File: src/rtl/sensor_reset_seq_pkg.sv
package sensor_reset_seq_pkg;
   typedef enum logic [2:0] {
      SQ_IDLE   = 3'd0,
      SQ_PROBE  = 3'd1,
      SQ_HOLD   = 3'd2,
      SQ_CHECK  = 3'd3,
      SQ_LIVE   = 3'd4,
      SQ_TRAP   = 3'd5
   } seq_state_e;
endpackage

File: src/rtl/sensor_reset_seq_count.sv
module sensor_reset_seq_count #(
   parameter int CW = 7
) (
   input  logic          clk,
   input  logic          por_n,
   input  logic          clr,
   output logic [CW-1:0] q
);
   localparam logic [CW-1:0] TOP = {CW{1'b1}};

   always_ff @(posedge clk or negedge por_n) begin
      if (!por_n)        q <= '0;
      else if (clr)      q <= '0;
      else if (q != TOP) q <= q + 1'b1;
   end
endmodule

File: src/rtl/sensor_reset_seq_decode.sv
module sensor_reset_seq_decode
   import sensor_reset_seq_pkg::*;
#(
   parameter bit TRAP_CLAMP = 1'b1
) (
   input  seq_state_e st,
   output logic       int_rst,
   output logic       test_en,
   output logic       bus_clamp,
   output logic       run_en,
   output logic       alarm
);
   logic rst_phase;

   always_comb begin
      rst_phase = (st == SQ_HOLD) || (st == SQ_CHECK);
      int_rst   = rst_phase;
      test_en   = (st == SQ_PROBE);
      run_en    = (st == SQ_LIVE);
      alarm     = (st == SQ_TRAP);
   end

   generate
      if (TRAP_CLAMP) begin : g_trap_clamp
         assign bus_clamp = rst_phase || (st == SQ_TRAP);
      end else begin : g_rst_clamp
         assign bus_clamp = rst_phase;
      end
   endgenerate
endmodule

File: src/rtl/sensor_reset_seq.sv
module sensor_reset_seq
   import sensor_reset_seq_pkg::*;
#(
   parameter int DATA_W     = 8,
   parameter int TIMEOUT    = 64,
   parameter int RST_CYCLES = 4,
   parameter bit TRAP_CLAMP = 1'b1
) (
   input  logic              clk,
   input  logic              por_n,
   input  logic              ext_rst,
   input  logic              sens_trip,
   input  logic [DATA_W-1:0] bus_rb,
   output logic              int_rst,
   output logic              test_en,
   output logic              bus_clamp,
   output logic              run_en,
   output logic              alarm
);
   localparam int SPAN = (TIMEOUT > RST_CYCLES) ? TIMEOUT : RST_CYCLES;
   localparam int CW   = $clog2(SPAN + 1);
   localparam logic [CW-1:0] T_LAST = CW'(TIMEOUT - 1);
   localparam logic [CW-1:0] R_LAST = CW'(RST_CYCLES - 1);

   initial begin
      if (DATA_W < 1)     $error("DATA_W must be at least 1");
      if (TIMEOUT < 2)    $error("TIMEOUT must be at least 2");
      if (RST_CYCLES < 1) $error("RST_CYCLES must be at least 1");
   end

   seq_state_e      st, st_nx;
   logic [CW-1:0]   cnt;
   logic            cnt_clr;

   always_comb begin
      st_nx = st;
      unique case (st)
         SQ_IDLE:  if (ext_rst) st_nx = SQ_PROBE;
         SQ_PROBE: begin
            if (sens_trip)            st_nx = SQ_HOLD;
            else if (cnt == T_LAST)   st_nx = SQ_TRAP;
         end
         SQ_HOLD:  if (cnt == R_LAST) st_nx = SQ_CHECK;
         SQ_CHECK: st_nx = (bus_rb == '0) ? SQ_LIVE : SQ_TRAP;
         SQ_LIVE: begin
            if (sens_trip)    st_nx = SQ_HOLD;
            else if (ext_rst) st_nx = SQ_PROBE;
         end
         SQ_TRAP:  st_nx = SQ_TRAP;
         default:  st_nx = SQ_TRAP;
      endcase
      cnt_clr = (st_nx != st);
   end

   always_ff @(posedge clk or negedge por_n) begin
      if (!por_n) st <= SQ_IDLE;
      else        st <= st_nx;
   end

   sensor_reset_seq_count #(.CW(CW)) u_cnt (
      .clk   (clk),
      .por_n (por_n),
      .clr   (cnt_clr),
      .q     (cnt)
   );

   sensor_reset_seq_decode #(.TRAP_CLAMP(TRAP_CLAMP)) u_dec (
      .st        (st),
      .int_rst   (int_rst),
      .test_en   (test_en),
      .bus_clamp (bus_clamp),
      .run_en    (run_en),
      .alarm     (alarm)
   );
endmodule

File: config.mk
export PLATFORM = sky130hd
export DESIGN_NAME = sensor_reset_seq
export DESIGN_NICKNAME = d
export VERILOG_FILES = /design/src/rtl/sensor_reset_seq_pkg.sv /design/src/rtl/sensor_reset_seq_count.sv /design/src/rtl/sensor_reset_seq_decode.sv /design/src/rtl/sensor_reset_seq.sv
export SDC_FILE = /design/constraint.sdc
export NUM_CORES = 1
export LEC_CHECK = 0
export BUFFER_PORTS_ARGS = -buffer_cell sky130_fd_sc_hd__buf_2
export CAP_MARGIN = 20
export CORE_MARGIN = 10
export CORE_UTILIZATION = 50
export CTS_BUF_LIST = sky130_fd_sc_hd__clkbuf_4
export DETAILED_ROUTE_END_ITERATION = 10
export PLACE_DENSITY = 0.76
export SLEW_MARGIN = 20
export SYNTH_ARGS = -nofsm -noshare
export SYNTH_HDL_FRONTEND = slang
export SYNTH_SLANG_ARGS = --single-unit
export TNS_END_PERCENT = 30
File: constraint.sdc
create_clock -name clk -period 2.59 [get_ports clk]
set_input_delay 0.3885 -clock clk [delete_from_list [all_inputs] [get_ports clk]]
set_output_delay 0.3885 -clock clk [all_outputs]
set_load 0.005 [all_outputs]
; After elaboration in Yosys (flattened, before gate mapping)
; Index checks and enable logic that the tools add are counted.
[totals]
mem_count = 0
latchBits = 0
in_bits = 12
rom_bits = 0
output_inout_bits = 5
ramBits = 0
wordCells = 26
ff_bits = 10
[op_classes]
muxes = 9
n_lt_le_gt_ge = 0
shifts = 0
reduce_logical = 5
n_mul = 0
n_addsub = 1
n_eq_ne = 9
bitwise_logic = 0
n_div = 0
[ops]
columns = cell, count
row1 = 2-to-1 mux 3 bit, 5
row2 = one-hot mux 3 bit (5 select lines), 1
row3 = 2-to-1 mux 7 bit, 2
row4 = zero test 8 bit, 1
row5 = "adder 7 x 1 -> 7 bit, second input constant", 1
row6 = "equality test 7 x 2 -> 1 bit, second input constant", 1
row7 = "equality test 7 x 6 -> 1 bit, second input constant", 1
row8 = "inequality test 7 bit, second input constant", 1
row9 = "equality test 3 x 2 -> 1 bit, second input constant", 2
row10 = "equality test 3 bit, second input constant", 2
row11 = "equality test 3 x 1 -> 1 bit, second input constant", 1
row12 = zero test 3 bit, 1
row13 = inequality test 3 bit, 1
row14 = logical OR 1 bit, 2
row15 = nonzero test 2 bit, 1
row16 = 2-to-1 mux 1 bit, 1

; Depth between registers and ports, before layout
[depth]
ltp_word = 6
depth_mapped = 5
depth_no_buf = 5

; Cells and area by module
; From an unflattened synthesis, not the netlist that was laid out.
[hier_totals]
cells_unflattened = 74
area_unflattened_um2 = 664.4
[modules_own_cells]
columns = mod, area_per_inst_um2, cells_each, seq_area_each_um2, instances
row1 = sensor_reset_seq_count, 349.1, 33, 175.2, 1
row2 = sensor_reset_seq, 277.8, 36, 75.1, 1
row3 = sensor_reset_seq_decode, 37.5, 5, 0.0, 1

; Least setup slack after synthesis
; OpenSTA, ideal clock, no wires.
[synth_path]
path_kind = register to register
from = register u_cnt.q[0]
to = register u_cnt.q[5]
arrival_ns = 1.501
setup_ns = 0.080
synth_period_minus_slack_ns = 1.582
path_slack_ns = 1.008
t_required_ns = 2.510
stages_incl_launch_ff = 6
path_buffers = 0
path_cell_list = dfrtp_1 -> ha_1 -> nor4b_2 -> a211oi_2 -> o22ai_4 -> nor3_2
[synth_via]
elab_chain_len = 6
elab_cells_between_ends = 12
classes_between = 1 x add/sub / 4 x eq/ne / 6 x mux / 1 x reduce/logical
[synth_lines]
columns = element, line_no
row1 = start: declaration, sensor_reset_seq_count.sv:7  ; output logic [CW-1:0] q
row2 = start signal: assignment, sensor_reset_seq_count.sv:14  ; else if (q != TOP) q <= q + 1'b1;
row3 = equality test 7 x 6 -> 1 bit, sensor_reset_seq.sv:41  ; else if (cnt == T_LAST) st_nx = SQ_TRAP;
row4 = 2-to-1 mux 3 bit, sensor_reset_seq.sv:41
row5 = 2-to-1 mux 3 bit, sensor_reset_seq.sv:40  ; if (sens_trip) st_nx = SQ_HOLD;
row6 = one-hot mux 3 bit (5 select lines), sensor_reset_seq.sv:37  ; unique case (st)
row7 = inequality test 3 bit, sensor_reset_seq.sv:52  ; cnt_clr = (st_nx != st);
row8 = 2-to-1 mux 7 bit / nonzero test 2 bit (equally long branches), -
; Several ways; a longest one is shown, not always the timed one. The select of a mux whose other input is x is not followed.
; A chain may end at the register's enable or synchronous reset.

; Final worst setup path
; Same ends and word-level chain as after synthesis.

==> results.yml <==
timing:
  rsz0062_at_grt: "false"
  fin_crit_ns: 1.82
  period_share_pct: 70.2
  worst_pin_slew_ns: 0.365
  final-max-slew-violation-count: 0
  final-hold-violation-count: 0
  clock_skew_ns: 0.00990
  max_freq_mhz: 550
  finalSetupTns_ns: 0
  relSlewSlack_pct: 75.7
  layout_setup_ws_ns: 0.771
  setup_viol: 0
  fin_hold_ws_ns: 0.490
flow_run:
  max-cap-violations: 0
place:
  place.port_buffers: 16
  gp_congestion: 0.784
  dp_hpwl_um: 1250
  placedInstanceArea_um2: 763
  dp_slack_ns: 0.778
yosys:
  synth.distinct_cells: 35
  synthTopCellsByCount: "dfrtp_1, nor2_1, a21oi_1, a31oi_1"
  synth_ff_type: "dfrtp_1"
  yosysTopAreaCellShare_pct: 36.5
  synth_area_leaders: "dfrtp_1, a211oi_2, a31oi_1"
  synth_top_area_cell: "dfrtp_1"
  async_flop_share_pct: 100
  syn_nets: 80
  yosysMostFrequentCell: "dfrtp_1"
  syn_inst: 67
  yosysSeqAreaShare_pct: 36.5
  netlist_area_um2: 686
  synth-edff-count: 0
  synth-seq-cells: 10
  ys_warn_count: 0
  avgSynthCellArea_um2: 10.2
clock_network:
  cts_root_buffer: "clkbuf_4"
  cts_tree: "done"
  clkLatencyLatePin_ns: 0.26
  cts_setup_buffers: 0
  numCtsBuffers: 3
  clk_pin_slew_worst_paths_ns: 0.06
  clock_sinks: 10
  cts_max_level: 1
  cts_buffer_depth: 2
drt:
  via_per_inst: 5.98
  drc: 0
  ant_nets: 0
  wl_per_cell_um: 16.1
  vias: 592
  drt-initial-drc-count: 13
  dr.pass1.iters: 4
  wl_um: 1590
layout:
  regArea_um2: 250
  nFillCells: 116
  fin_util_pct: 61.2
  final_area_um2: 796
  areaGrowthSynthToFinish_pct: 16.1
  nNetsFinal: 99
  multiInputGateArea_um2: 407
  n_antenna_cell: 0
  drive_above_1_share_pct: 41.7
global_routing:
  grt_overflow: 0
  antenna_found_initial: 0
  grt_max_degree: 12
  grt_first_pass_wirelength_um: 2650
  grt_pass1_vias: 593
  grt_usage_pct: 9.87
critical_path:
  endpoint_kind: "flip-flop"
  worst-setup-path-type: "flip-flop to flip-flop"
  r2r_cells: 5
  cp.arrival_ns: 1.96
  startpoint_type: "flip-flop"
  cp_max_fo: 8
  worstPathRequired_ns: 2.73
floorplan:
  num_rows: 13
  die_area_um2: 3250
  dieHeight_um: 57.0
  initial_core_util_pct: 52.7
  die_w_um: 57.0
  coreArea_um2: 1300
  ios: 17
pwr:
  max-vdd-ir-drop_uv: 562
  leakage_nw: 0.376
  power_density_nw_per_um2: 890
outcome:
  status: "finished, final reports clean"
worst_hold_path:
  min_path_type: "primary input to flip-flop"
  holdPathStages: 3
-- power breakdown --
group | switching [mW] | internal (mW) | total, mW
registers | 0.0830 | 0.196 | 0.279
logic | 0.177 | 0.153 | 0.329
clock network | 0.0470 | 0.0533 | 0.100
-- flip-flops by register name, summed over array words and instances, names as in the netlist --
signal / flops
st: 3
u_cnt.q: 7
-- cells in the final DEF (no fill, tap or decap), types with 3 or more instances in the layout --
master and count:
dfrtp_1 10, nor2_1 6, a21oi_1 4, a31oi_1 4
nor2_2 3, clkbuf_4 3, buf_2 16, a211oi_2 3
-- routing by layer --
metal | routed length (um) | track usage [%]
met1 | 581 | 9.98
met2 | 892 | 18.1
met3 | 93 | 4.42
met4 | 25 | 2.01
met5 | 0 | 0
-- path summary, 6_finish.rpt --
check,from,endpoint,slack (ns)
hold / removal,sens_trip,st[1]$_DFF_PN0_,0.49
hold reg to reg,u_cnt.q[1]$_DFFE_PN0P_,u_cnt.q[1]$_DFFE_PN0P_,0.61
max in group asynchronous,por_n,st[0]$_DFF_PN0_,1.88
setup reg to reg,u_cnt.q[0]$_DFFE_PN0P_,u_cnt.q[5]$_DFFE_PN0P_,0.77
setup / recovery,u_cnt.q[0]$_DFFE_PN0P_,u_cnt.q[5]$_DFFE_PN0P_,0.77
min in group asynchronous,por_n,u_cnt.q[4]$_DFFE_PN0P_,0.51
-- kinds of logic after synthesis --
logic type | Yosys count | synth area share (%)
DFF | 10 | 36.5
buffers and inverters | 5 | 4.20
and+or+nand+nor | 30 | 31.9
adders and majority gates | 1 | 1.82
xor gates and xnor gates | 1 | 1.28
muxes | 1 | 1.46
AOI/OAI and AO/OA | 19 | 22.8
-- cell type report --
cell class / instances / area share (%)
sequential: 10 / 31.4
clock buffer: 3 / 2.83
inverter: 2 / 0.943
multi-input combinational: 52 / 51.1
timing repair buffer: 17 / 11.3
tap: 15 / 2.36
-- worst max-delay path, cell delays in order (launching register included) --
cell and delay (ns):
dfrtp_1 0.41, ha_1 0.37, nor4b_2 0.38, a211oi_2 0.15
o22ai_4 0.29, nor3_2 0.10
-- metrics by stage --
stage / power (mW) / instances
after floorplan: 0.528 / 67
after global placement: 0.595 / 95
after detailed placement: 0.608 / 95
after CTS: 0.709 / 99
after global routing: 0.758 / 99
final: 0.708 / 99
-- timing repair --
action,CTS,global route
hold buffers,1,0
resized for setup,0,0
endpoints found under the hold margin,10,0
(Power assumes the default switching activity.)
